**config.mk**
```make
export PLATFORM = sky130hd
export DESIGN_NAME = burst_beat_gen
export DESIGN_NICKNAME = d
export VERILOG_FILES = /design/src/rtl/burst_pkg.sv /design/src/rtl/burst_decode.sv /design/src/rtl/burst_addr_step.sv /design/src/rtl/lane_strobe.sv /design/src/rtl/burst_beat_gen.sv
export SDC_FILE = /design/constraint.sdc
export NUM_CORES = 1
export LEC_CHECK = 0
export BUFFER_PORTS_ARGS = -buffer_cell sky130_fd_sc_hd__buf_2
export CAP_MARGIN = 10
export CORE_MARGIN = 10
export CORE_UTILIZATION = 30
export DETAILED_ROUTE_END_ITERATION = 6
export RECOVER_POWER = 100
export SYNTH_ARGS = -nofsm -noshare
export SYNTH_HDL_FRONTEND = slang
export SYNTH_SLANG_ARGS = --single-unit
```
**constraint.sdc**
```tcl
create_clock -name clk -period 7.55 [get_ports clk]
set_clock_uncertainty 0.1 [all_clocks]
set_input_delay 1.51 -clock clk [delete_from_list [all_inputs] [get_ports clk]]
set_output_delay 1.51 -clock clk [all_outputs]
set_load 0.01 [all_outputs]
```
**src/rtl/burst_pkg.sv**
```systemverilog
package burst_pkg;

  localparam int SIZE_W  = 3;
  localparam int BURST_W = 3;
  localparam int BEAT_W  = 5;

  typedef struct packed {
    logic       wrap;
    logic       fixed;
    logic [2:0] beats_log2;
  } burst_info_t;

endpackage

```
**src/rtl/burst_decode.sv**
```systemverilog
module burst_decode
  import burst_pkg::*;
(
  input  logic [BURST_W-1:0] code_i,
  output burst_info_t        info_o
);

  always_comb begin
    info_o = '0;
    if (code_i == '0) begin
      info_o.fixed      = 1'b1;
      info_o.beats_log2 = 3'd0;
    end else if (code_i == BURST_W'(1)) begin
      info_o.fixed      = 1'b0;
      info_o.beats_log2 = 3'd0;
    end else begin
      info_o.fixed      = 1'b1;
      info_o.wrap       = ~code_i[0];
      info_o.beats_log2 = {1'b0, code_i[2:1]} + 3'd1;
    end
  end

endmodule

```
**src/rtl/burst_addr_step.sv**
```systemverilog
module burst_addr_step
  import burst_pkg::*;
#(
  parameter int ADDR_W = 32
) (
  input  logic [ADDR_W-1:0] addr_i,
  input  logic [SIZE_W-1:0] size_i,
  input  logic              wrap_i,
  input  logic [ADDR_W-1:0] lo_i,
  input  logic [ADDR_W-1:0] hi_i,
  output logic [ADDR_W-1:0] next_o
);

  logic [ADDR_W-1:0] step;
  logic [ADDR_W-1:0] inc;

  always_comb begin
    step   = ADDR_W'(1) << size_i;
    inc    = (addr_i & ~(step - ADDR_W'(1))) + step;
    next_o = (wrap_i && (inc == hi_i)) ? lo_i : inc;
  end

endmodule

```
**src/rtl/lane_strobe.sv**
```systemverilog
module lane_strobe
  import burst_pkg::*;
#(
  parameter int DATA_BYTES = 4,
  parameter int ADDR_W     = 32
) (
  input  logic                  active_i,
  input  logic                  first_i,
  input  logic                  force_i,
  input  logic [ADDR_W-1:0]     addr_i,
  input  logic [SIZE_W-1:0]     size_i,
  output logic [DATA_BYTES-1:0] strb_o
);

  localparam int OFF_W = $clog2(DATA_BYTES);

  logic [OFF_W:0] low;
  logic [OFF_W:0] nb_m1;
  logic [OFF_W:0] aligned_off;
  logic [OFF_W:0] up;

  always_comb begin
    low         = {1'b0, addr_i[OFF_W-1:0]};
    nb_m1       = (OFF_W+1)'((1 << size_i) - 1);
    aligned_off = low & ~nb_m1;
    up          = first_i ? (aligned_off + nb_m1) : (low + nb_m1);
  end

  for (genvar g = 0; g < DATA_BYTES; g++) begin : g_lane
    logic in_range;
    assign in_range  = ((OFF_W+1)'(g) >= low) && ((OFF_W+1)'(g) <= up);
    assign strb_o[g] = active_i & (force_i | in_range);
  end

endmodule

```
**src/rtl/burst_beat_gen.sv**
```systemverilog
module burst_beat_gen
  import burst_pkg::*;
#(
  parameter int ADDR_W     = 32,
  parameter int DATA_BYTES = 4
) (
  input  logic                  clk,
  input  logic                  rst_n,
  input  logic                  start_i,
  input  logic [ADDR_W-1:0]     start_addr_i,
  input  logic [SIZE_W-1:0]     size_i,
  input  logic [BURST_W-1:0]    burst_i,
  input  logic                  advance_i,
  input  logic                  strb_all_i,
  output logic                  active_o,
  output logic [ADDR_W-1:0]     addr_o,
  output logic [DATA_BYTES-1:0] strb_o,
  output logic [BEAT_W-1:0]     beat_o,
  output logic                  last_o
);

  localparam int MAX_SIZE = $clog2(DATA_BYTES);

  burst_info_t       info_new, info_q, info_d;
  logic              active_q, active_d;
  logic              first_q, first_d;
  logic [ADDR_W-1:0] addr_q, addr_d;
  logic [ADDR_W-1:0] lo_q, lo_d, hi_q, hi_d;
  logic [SIZE_W-1:0] size_q, size_d;
  logic [BEAT_W-1:0] beat_q, beat_d;
  logic [ADDR_W-1:0] addr_next;
  logic [BEAT_W-1:0] beats_m1;
  logic [3:0]        span_log2;
  logic [ADDR_W-1:0] wrap_lo, wrap_hi;
  logic              size_ok;
  logic              last_beat;
  logic              ld_en;

  burst_decode u_decode (
    .code_i (burst_i),
    .info_o (info_new)
  );

  burst_addr_step #(.ADDR_W(ADDR_W)) u_step (
    .addr_i (addr_q),
    .size_i (size_q),
    .wrap_i (info_q.wrap),
    .lo_i   (lo_q),
    .hi_i   (hi_q),
    .next_o (addr_next)
  );

  lane_strobe #(.DATA_BYTES(DATA_BYTES), .ADDR_W(ADDR_W)) u_strb (
    .active_i (active_q),
    .first_i  (first_q),
    .force_i  (strb_all_i),
    .addr_i   (addr_q),
    .size_i   (size_q),
    .strb_o   (strb_o)
  );

  always_comb begin
    size_ok   = (size_i <= SIZE_W'(MAX_SIZE));
    span_log2 = {1'b0, info_new.beats_log2} + {1'b0, size_i};
    wrap_lo   = start_addr_i & ({ADDR_W{1'b1}} << span_log2);
    wrap_hi   = wrap_lo + (ADDR_W'(1) << span_log2);
    beats_m1  = (BEAT_W'(1) << info_q.beats_log2) - BEAT_W'(1);
    last_beat = active_q & info_q.fixed & (beat_q == beats_m1);
    ld_en     = start_i | (active_q & advance_i);
  end

  // next-state
  always_comb begin
    active_d = active_q;
    first_d  = first_q;
    addr_d   = addr_q;
    lo_d     = lo_q;
    hi_d     = hi_q;
    size_d   = size_q;
    info_d   = info_q;
    beat_d   = beat_q;
    if (start_i) begin
      beat_d = '0;
      if (size_ok) begin
        active_d = 1'b1;
        first_d  = 1'b1;
        addr_d   = start_addr_i;
        lo_d     = wrap_lo;
        hi_d     = wrap_hi;
        size_d   = size_i;
        info_d   = info_new;
      end else begin
        active_d = 1'b0;
        first_d  = 1'b0;
      end
    end else if (active_q && advance_i) begin
      if (last_beat) begin
        active_d = 1'b0;
        first_d  = 1'b0;
        beat_d   = '0;
      end else begin
        addr_d  = addr_next;
        beat_d  = beat_q + BEAT_W'(1);
        first_d = 1'b0;
      end
    end
  end

  // registers
  always_ff @(posedge clk or negedge rst_n) begin
    if (!rst_n) begin
      active_q <= 1'b0;
      first_q  <= 1'b0;
      addr_q   <= '0;
      lo_q     <= '0;
      hi_q     <= '0;
      size_q   <= '0;
      info_q   <= '0;
      beat_q   <= '0;
    end else if (ld_en) begin
      active_q <= active_d;
      first_q  <= first_d;
      addr_q   <= addr_d;
      lo_q     <= lo_d;
      hi_q     <= hi_d;
      size_q   <= size_d;
      info_q   <= info_d;
      beat_q   <= beat_d;
    end
  end

  assign active_o = active_q;
  assign addr_o   = addr_q;
  assign beat_o   = active_q ? beat_q : '0;
  assign last_o   = last_beat;


  idle_strb_chk: assert property (@(posedge clk) disable iff (!rst_n)
    !active_o |-> (strb_o == '0) && !last_o);


  strb_nz_chk: assert property (@(posedge clk) disable iff (!rst_n)
    active_o |-> (strb_o != '0));


  hold_chk: assert property (@(posedge clk) disable iff (!rst_n)
    (active_o && !advance_i && !start_i) |=> ($stable(addr_o) && $stable(beat_o)));


  beat_step_chk: assert property (@(posedge clk) disable iff (!rst_n)
    (active_o && advance_i && !last_o && !start_i) |=> (beat_o == $past(beat_o) + BEAT_W'(1)));


  wrap_range_chk: assert property (@(posedge clk) disable iff (!rst_n)
    (active_q && info_q.wrap) |-> ((addr_q - lo_q) < (hi_q - lo_q)));


  reject_chk: assert property (@(posedge clk) disable iff (!rst_n)
    (start_i && (size_i > SIZE_W'(MAX_SIZE))) |=> !active_o);


  last_end_chk: assert property (@(posedge clk) disable iff (!rst_n)
    (last_o && advance_i && !start_i) |=> !active_o);

endmodule

```
==> results.md <==
- Commonest cells after routing, fill and taps aside: 192 x nand2_1, 111 x dfrtp_1, 76 x nor2_1
- Number of inserted diodes: 0
- Htree depth: 3
- Worst-skew pair later-pin latency: ~370 ps
- RSZ-0062 raised after global routing: no
- Post-route DRC: 0
- Most common flop cell mapped by yosys: dfrtp_1
- Initial core utilization: 0.307
- Crit. End Element: register
- Arrival time at the worst endpoint: just under 7000 ps
- CTS buffer count: 9
- CP required: 7700 ps
- Final Hold Viols: 0
- Max-Cap Viols: 6
- Worst min path class: register to register
- Startpoint types: register
- Detailed Routing Iterations Pass 1: 5
- Crit Path Max Fanout: 27
- FF+latch count, synth: about 110
- Core ar.: between 0.02 and 0.03 sq mm
- Setup TNS: 0 ps
- Fin util: 0.341
- Post-synth EDFFs: 0
- PwrDens: 275 mW/mm^2
- Ys Warns: 0
- Drt total wl: about 28 mm
- Initial antenna violation count: 1
- Hold slack: between 300 and 400 ps
- Final ANT Viol Nets: 0
- GRT Total Usage: 0.154
- Vias per std cell: about 5.3
- Routability cong.: approximately 0.89
- HPWL after DPL: approximately 21 mm
- Post-Syn Area: 0.00888 sq mm
- Crit Path Category: register to register
- Seq/Total Area, Yosys: 0.313
- Fillers: about 3000
- Layout cells sized above 1: 0.0903
- Fin. max-slew vios: roughly 230
- P_leak: ~4.1 nW
- First DRT Iteration DRCs: ~640
- Die X: between 150 and 200 um
- CTS tree: done
- Hold Buf Count CTS: 0
- Area grow syn2layout: 11.1%
- Top-Level Pins: between 80 and 90
- Port-buffer cells: 85
- Ys async rst share: 1.00
- Overall Power: about 2.7 mW
- Commonest non-fill, non-tap cell in the layout: nand2_1
- Post-CTS sizing: 0
- Final Setup Violations: 0
- Inst Count DP: between 1000 and 1500
- Setup Fix Bufs, Post-CTS: 0
- Clk slew on worst S/H paths: approximately 90 ps
- Site Rows: slightly above 60
- Number of global-route vias before repair: around 8000
- Worst slew pin tran: ~3800 ps
- Vias: between 8000 and 9000
- Rel. slew slack: -1.56
- Tcrit/Tclk final: 0.890
- Peak VDD IR: between 0.00015 and 0.0002 V
- Total gr overflow: 0
- Failing checks: max-capacitance violations, max-slew violations
- Fin cells: approximately 1500
- DR WL/cell: around 19 um
- Largest net degree at the start of global routing: between 90 and 100
- CTS Root Cell: clkbuf_16
- Die Height: a little under 200 um
- Mapped Cells: 1082
- Die area: approximately 0.037 sq mm
- Max Clock Freq: around 150 MHz
- Status: finished with violations
- Mapped Nets: approximately 1200
- First-pass GRT wire length: around 45 mm
- Netlist cell types: 84
- CTS sink cnt: around 110
- Synthesized area per cell: approximately 8.2 sq um
- Final Critical Period: 6720 ps
- Clock Path Buffers: 2
- Nets@finish: around 1200
per-layer routing:
metal  vias to the layer above  track usage  part of all wire
met5                         -            0           0.00039
met4                         2       0.0564             0.025
met3                        43       0.0212             0.040
met2                       168        0.249              0.47
met1                      3897        0.204              0.47
li1                       3921            -                 -
registers in the layout, summed over array words and instances (netlist names):
register and cells:
beat_q 5, size_q 3, addr_o 32, active_o 1
hi_q 32, info_q 5, first_q 1, lo_q 32
worst paths after layout:
| check | slack, ps | end | startpoint | depth (start not counted) |
|---|---|---|---|---|
| setup reg to reg | 830 | addr_o[2]$_DFFE_PN0P_ | size_q[2]$_DFFE_PN0P_ | 13 |
| hold reg to reg | 380 | lo_q[20]$_DFFE_PN0P_ | lo_q[20]$_DFFE_PN0P_ | 2 |
| setup / recovery | 830 | addr_o[2]$_DFFE_PN0P_ | size_q[2]$_DFFE_PN0P_ | 13 |
| max in group asynchronous | 2380 | addr_o[8]$_DFFE_PN0P_ | rst_n | 2 |
| min in group asynchronous | 2140 | lo_q[5]$_DFFE_PN0P_ | rst_n | 1 |
| hold / removal | 380 | lo_q[20]$_DFFE_PN0P_ | lo_q[20]$_DFFE_PN0P_ | 2 |
report_power, final:
group          internal [mW]  switching [mW]  total, mW
registers              0.742           0.237      0.979
clock network          0.273           0.248      0.521
logic                  0.490           0.723       1.21
metrics by stage:
stage | area, sq um | setup WS [ps]
floorplan | 8880 | 2190
global placement | 9630 | 1310
CTS | 9940 | 1540
global route | 9870 | 553
finish | 9870 | 832
detailed placement | 9630 | 1170
cell usage after synthesis, types with 4 or more instances:
cell / n / area share
a2111oi_0: 4 / 0.0039
a21boi_0: 13 / 0.011
a21o_1: 9 / 0.0076
a21oi_1: 38 / 0.021
a222oi_1: 6 / 0.0068
a31oi_1: 6 / 0.0042
and2_1: 19 / 0.013
and3_1: 29 / 0.020
buf_2: 7 / 0.0039
clkbuf_1: 48 / 0.020
dfrtp_1: 111 / 0.31
ha_1: 27 / 0.038
inv_1: 27 / 0.011
mux2_1: 11 / 0.014
mux2_2: 19 / 0.024
mux2i_1: 20 / 0.023
nand2_1: 192 / 0.081
nand2b_1: 10 / 0.0070
nand3_1: 70 / 0.039
nand3b_1: 11 / 0.0093
nand4_1: 14 / 0.0099
nor2_1: 77 / 0.033
nor2b_1: 9 / 0.0063
nor3_1: 20 / 0.011
nor3b_1: 6 / 0.0051
o211ai_1: 8 / 0.0068
o21a_1: 8 / 0.0068
o21ai_0: 58 / 0.033
o221ai_1: 10 / 0.0099
o31ai_1: 6 / 0.0051
or2_1: 5 / 0.0035
or2_2: 6 / 0.0042
or3_1: 17 / 0.012
xnor2_1: 49 / 0.048
xor2_1: 40 / 0.039
xor3_1: 4 / 0.011
final cells by class:
class / count / area (sq um) / area share
timing repair buffer: 93 / 428 / 0.0434
multi-input combinational: 883 / 5770 / 0.584
inverter: 27 / 101 / 0.0103
clock buffer: 10 / 239 / 0.0242
tap: 384 / 480 / 0.0487
sequential: 111 / 2780 / 0.281
clock inverter: 6 / 76.3 / 0.00773
critical path, stage by stage, from the launching register on:
cell      delay (ps)
dfrtp_1          600
or3_1            560
ha_1             380
mux2_1           350
a211o_1          340
and2_0           160
o311ai_0        1190
nand2_1          280
o32ai_1          430
nor3b_1          290
and2_0          1220
buf_4            330
o221ai_1         120
or2_1            240
logic make-up after synthesis:
kind of cell,count (synthesis),share of synthesized area
simple gates,504,0.276
compound gates,203,0.160
flops,111,0.313
xor+xnor,96,0.106
buf+inv,88,0.0400
mux,50,0.0606
fa+ha+maj,30,0.0448
No activity file was read; power rests on OpenSTA's default activity.
